## config.mk

```make
export PLATFORM = sky130hd
export DESIGN_NAME = irq_seq_top
export DESIGN_NICKNAME = d
export VERILOG_FILES = /design/src/rtl/irq_seq_pkg.sv /design/src/rtl/irq_seq_qual.sv /design/src/rtl/irq_seq_stack.sv /design/src/rtl/irq_seq_top.sv
export SDC_FILE = /design/constraint.sdc
export NUM_CORES = 1
export LEC_CHECK = 0
export ABC_AREA = 1
export ABC_CLOCK_PERIOD_IN_PS = 4100
export CAP_MARGIN = 20
export CORE_MARGIN = 3
export CORE_UTILIZATION = 35
export CTS_CLUSTER_DIAMETER = 60
export CTS_CLUSTER_SIZE = 25
export DETAILED_ROUTE_END_ITERATION = 8
export SLEW_MARGIN = 40
export SYNTH_ARGS = -nofsm -noshare
export SYNTH_HDL_FRONTEND = slang
export SYNTH_HIERARCHICAL = 1
export SYNTH_SLANG_ARGS = --single-unit
export TNS_END_PERCENT = 1
```

## constraint.sdc

```tcl
create_clock -name clk -period 4.1 [get_ports clk]
set_input_delay 0.82 -clock clk [delete_from_list [all_inputs] [get_ports clk]]
set_output_delay 0.82 -clock clk [all_outputs]
set_load 0.05 [all_outputs]
```

## src/rtl/irq_seq_pkg.sv

```systemverilog
package irq_seq_pkg;
   typedef enum logic [1:0] {
      PC_HOLD = 2'd0,
      PC_INC  = 2'd1,
      PC_POP  = 2'd2,
      PC_VEC  = 2'd3
   } pc_sel_e;
endpackage

```

## src/rtl/irq_seq_qual.sv

```systemverilog
module irq_seq_qual #(
   parameter int MIN_LOW = 2
) (
   input  logic clk,
   input  logic rst_n,
   input  logic irq_n,
   output logic qual_o
);
   logic armed;

   if (MIN_LOW < 1) begin : g_bad
      $error("irq_seq_qual: MIN_LOW must be at least 1");
   end

   if (MIN_LOW == 1) begin : g_edge
      // any sampled high-to-low step qualifies at once
      always_ff @(posedge clk) begin
         if (!rst_n) begin
            armed  <= 1'b0;
            qual_o <= 1'b0;
         end else begin
            armed  <= irq_n;
            qual_o <= armed & ~irq_n;
         end
      end
   end else begin : g_count
      localparam int CNT_W = $clog2(MIN_LOW);
      localparam logic [CNT_W-1:0] LAST = CNT_W'(MIN_LOW - 1);
      logic [CNT_W-1:0] cnt;

      always_ff @(posedge clk) begin
         if (!rst_n) begin
            armed  <= 1'b0;
            cnt    <= '0;
            qual_o <= 1'b0;
         end else begin
            qual_o <= 1'b0;
            if (irq_n) begin
               armed <= 1'b1;
               cnt   <= '0;
            end else if (armed) begin
               if (cnt == LAST) begin
                  qual_o <= 1'b1;
                  armed  <= 1'b0;
                  cnt    <= '0;
               end else begin
                  cnt <= cnt + 1'b1;
               end
            end
         end
      end
   end
endmodule

```

## src/rtl/irq_seq_stack.sv

```systemverilog
module irq_seq_stack #(
   parameter int W     = 10,
   parameter int DEPTH = 3
) (
   input  logic         clk,
   input  logic         rst_n,
   input  logic         push,
   input  logic         pop,
   input  logic [W-1:0] din,
   output logic [W-1:0] top_o
);
   if (DEPTH < 1) begin : g_bad
      $error("irq_seq_stack: DEPTH must be at least 1");
   end

   for (genvar i = 0; i < DEPTH; i++) begin : g_lvl
      logic [W-1:0] q;
      logic [W-1:0] from_up;
      logic [W-1:0] from_dn;

      if (i == 0) begin : g_first
         assign from_up = din;
      end else begin : g_mid_up
         assign from_up = g_lvl[i-1].q;
      end

      if (i == DEPTH - 1) begin : g_last
         assign from_dn = q;
      end else begin : g_mid_dn
         assign from_dn = g_lvl[i+1].q;
      end

      always_ff @(posedge clk) begin
         if (!rst_n)    q <= '0;
         else if (push) q <= from_up;
         else if (pop)  q <= from_dn;
      end
   end

   assign top_o = g_lvl[0].q;
endmodule

```

## src/rtl/irq_seq_top.sv

```systemverilog
module irq_seq_top #(
   parameter int          PC_W    = 10,
   parameter int          DEPTH   = 3,
   parameter int          MIN_LOW = 2,
   parameter logic [9:0]  VEC     = 10'h0FF
) (
   input  logic            clk,
   input  logic            rst_n,
   input  logic            irq_n,
   input  logic            instr_done,
   input  logic            pc_inc,
   input  logic            ret_pop,
   input  logic            en_set,
   input  logic            en_clr,
   output logic [PC_W-1:0] pc_o,
   output logic            irq_en_o,
   output logic            irq_pend_o,
   output logic            irq_ack_o
);
   import irq_seq_pkg::*;

   localparam logic [PC_W-1:0] VEC_PC = PC_W'(VEC);

   if (PC_W < 10) begin : g_bad_w
      $error("irq_seq_top: PC_W too narrow for the vector");
   end

   logic            qual;
   logic            take;
   logic [PC_W-1:0] pc_plus;
   logic [PC_W-1:0] stk_top;
   logic [PC_W-1:0] pc_nxt;
   pc_sel_e         sel;

   irq_seq_qual #(.MIN_LOW(MIN_LOW)) u_qual (
      .clk    (clk),
      .rst_n  (rst_n),
      .irq_n  (irq_n),
      .qual_o (qual)
   );

   assign take    = irq_pend_o & irq_en_o & instr_done;
   assign pc_plus = pc_o + 1'b1;

   irq_seq_stack #(.W(PC_W), .DEPTH(DEPTH)) u_stack (
      .clk   (clk),
      .rst_n (rst_n),
      .push  (take),
      .pop   (ret_pop & ~take),
      .din   (pc_plus),
      .top_o (stk_top)
   );

   always_comb begin
      if (take)         sel = PC_VEC;
      else if (ret_pop) sel = PC_POP;
      else if (pc_inc)  sel = PC_INC;
      else              sel = PC_HOLD;
   end

   always_comb begin
      unique case (sel)
         PC_VEC:  pc_nxt = VEC_PC;
         PC_POP:  pc_nxt = stk_top;
         PC_INC:  pc_nxt = pc_plus;
         default: pc_nxt = pc_o;
      endcase
   end

   always_ff @(posedge clk) begin
      if (!rst_n) begin
         pc_o       <= '0;
         irq_en_o   <= 1'b0;
         irq_pend_o <= 1'b0;
      end else begin
         pc_o       <= pc_nxt;
         irq_pend_o <= qual | (irq_pend_o & ~take);
         if (take || en_clr) irq_en_o <= 1'b0;
         else if (en_set)    irq_en_o <= 1'b1;
      end
   end

   assign irq_ack_o = take;
endmodule

```

==> results.md <==
- Outcome: complete, no violations
- DRT iter0 DRCs: 162
- Post-route insts no fill: 410
- Worst rel slew slack: 51.07%
- TritonCTS Buffers: 5
- First-pass DRT Iterations: 6
- Dpl cells: roughly 400
- Top-area cell type share of the netlist area: 41.21%
- Number of global-route vias before repair: ~1,900
- RSZ-0062 raised after global routing: false
- Sequential share of the synthesized area: 41.21%
- Routed wl met2: between 1500 and 2000 µm
- Port Buffer Count: 20
- Initial Util: a little over a third
- Highest routed layer: met4
- Top-Level Pins: 21
- Share of post-route cells with drive strength above 1: just under 9%
- Asr flop ratio synth: 0%
- Max Clock Skew: between 0.004 and 0.005 ns
- Initial antenna violation count: 0
- Syn Std Cell Area: roughly 0.0022 mm²
- Hpwl dp: 3154 µm
- Global-route wire length before repair: 8252 µm
- Ys Warns: 6
- Final net count: around 340
- CP max-delay cell: clkdlybuf4s50_1
- Worst Max-Slew Pin Slew: 0.7316 ns
- Post-synth EDFFs: 0
- Power Density: 327.0 mW/mm²
- Syn_area_per_cell: 6.831 µm²
- Met1 wire length: between 2000 and 2500 µm
- H-tree levels: 2
- Final worst-path cycle share: 68.37%
- Max Cap Violations: 0
- WL/cell: ~11 µm
- Kind of critical path: in -> out
- Post-synthesis cell type count: 30
- Leak pwr: 1.198 nW
- # DRC: 0
- Antenna Violating Nets Remaining: 0
- Die height: 85.03 µm
- Post-cts resize count: 0
- Synth Instances: 320
- Post-CTS Setup Inserts: 0
- Critical path launch point type: input pin
- Hold Buf Count CTS: 0
- Synthesized net count: 329
- Via/cell ratio: roughly 4.7
- Antenna fix cells: 0
- Worst endpoint data arrival time: 1.98 ns
- Synth Register Bits: 45
- CP peak stage delay: 0.47 ns
- Setup_tns: 0 ns
- Clock Path Buffers: 2
- WP buf/inv: 4
- Area Overhead vs Synth: 13.97%
- GRT Resource Usage Total: 13.67%
- Max IR drop VDD: 0.1661 mV
- Most common cell on crit path: buf_4
- Delay-heaviest family, CP: buffers and inverters
- Total number of vias: 1,915
- Crit Path Max Fanout: 19
- Critical path required time: around 3.3 ns
- Die area: 0.007229 mm²
- Synth top area cells: dfxtp_1 (41%), nand2_1 (14%), nand3_1 (11%)
- Largest net degree at the start of global routing: 31
- Final min period: 2.803 ns
- Setup violators final: 0
- Routability congestion estimate: 0.8005
- CTS Sinks: between 40 and 50
- FMAX: between 0.3 and 0.4 GHz
- Crit-path cells: clkdlybuf4s50_1, nand3_2, inv_1, buf_4, buf_4
- Post-synth top area cell: dfxtp_1
- Core ar.: 0.005991 mm²
- TritonCTS clock tree: done
- Num rows: 28
- Root Buffer: clkbuf_8
- Final hold vios: 0
- Routed wire length: 4556 µm
- GRT overflow: 0
- Primary FF master, synth: dfxtp_1
- Clk slew on worst S/H paths: 0.08 ns
- Critical Path Sink Type: output pin
- Die width: 85.03 µm
- Clock Latency Late Sink: 0.29 ns
- Count of pins over their slew limit: 0
- HP Class: reg -> reg
- Wire length on met3: 120 µm
==> path summary, 6_finish.rpt <==
kind              cells past startpoint  slack [ns]                            end                      from
setup / recovery                      5        1.30                      irq_ack_o                instr_done
hold / removal                        2        0.45          irq_pend_o$_SDFF_PN0_  u_qual/qual_o$_SDFF_PP0_
setup reg to reg                      8        2.44  u_stack/top_o[0]$_SDFFE_PN0P_     irq_pend_o$_SDFF_PN0_
hold reg to reg                       2        0.45          irq_pend_o$_SDFF_PN0_  u_qual/qual_o$_SDFF_PP0_
==> kinds of logic after synthesis <==
group	Yosys count	share of synthesized area [%]
compound gates	34	8.644
xor+xnor	2	0.8015
fa+ha+maj	1	0.5723
buf+inv	55	11.45
flops	45	41.21
simple gates	183	37.32
==> synth_stat cells (all sizes together), types with 2 or more instances <==
cell	n
o21ai	22
inv	39
nor3	2
nor2	37
o22ai	3
nand3	51
a21oi	6
nand2	88
clkbuf	2
buf	13
and2	3
dfxtp	45
==> state kept, by name (all words and copies together), names as in the netlist <==
register / count
irq_en_o: 1
irq_pend_o: 1
pc_o: 10
u_qual/armed: 1
u_qual/g_count.cnt: 1
u_qual/qual_o: 1
u_stack/g_lvl.from_dn: 20
u_stack/top_o: 10
==> layer usage <==
| metal | track usage (%) | up-vias |
|---|---|---|
| met1 | 19.17 | 849 |
| met3 | 2.330 | 4 |
| met5 | 0 | - |
| met4 | 5.180 | 0 |
| li1 | - | 1036 |
| met2 | 20.97 | 26 |
==> final cells by class <==
cell class                      instances  area (µm²)
Multi-Input combinational cell        220        1040
Timing Repair Buffer                   23       220.2
Clock buffer                            7       86.33
Sequential cell                        45       900.9
Inverter                               40       150.1
Fill cell                             644        3500
Tap cell                               75       93.84
==> stage by stage <==
stage	hold slack [ns]	power [W]	worst slack, ns	util (%)	cell area [µm²]
6_report	0.4481	0.0008147	1.297	41.58	2491
5_1_grt	0.4659	0.0008488	1.201	41.58	2491
4_1_cts	0.4557	0.0008257	1.287	41.50	2486
3_5_place_dp	0.4461	0.0005511	1.279	40.06	2400
3_3_place_gp	0.4374	0.0005510	1.283	40.06	2400
2_1_floorplan	0.4130	0.0005245	1.897	-	2186
==> tightest hold or removal path, cell delays in order, from the launching register on <==
cell and delay (ns):
dfxtp_1 0.31, a21oi_1 0.04, nor2_1 0.07
==> report_power, final <==
| group | leakage [nW] | total, W | switching, W | internal [W] |
|---|---|---|---|---|
| clock network | 0.0443 | 0.000274 | 0.000140 | 0.000134 |
| logic | 0.789 | 0.0000873 | 0.0000576 | 0.0000297 |
| registers | 0.365 | 0.000454 | 0.00000942 | 0.000444 |
==> placed cells by master (no fill, tap or decap), types with 2 or more instances in the layout <==
cell             instances
o22ai_1                  3
nand3_1                 49
nor2_4                   2
dfxtp_1                 45
inv_2                    4
a21oi_2                  2
buf_4                    4
a21oi_1                  4
nor2_1                  34
nor3_2                   2
o21ai_0                 11
clkbuf_8                 6
clkdlybuf4s50_1         19
and2_1                   3
nand2_1                 83
nand3_2                  2
inv_1                   35
o21ai_1                 11
nand2_2                  5
Power figures use the tool's default switching activity.
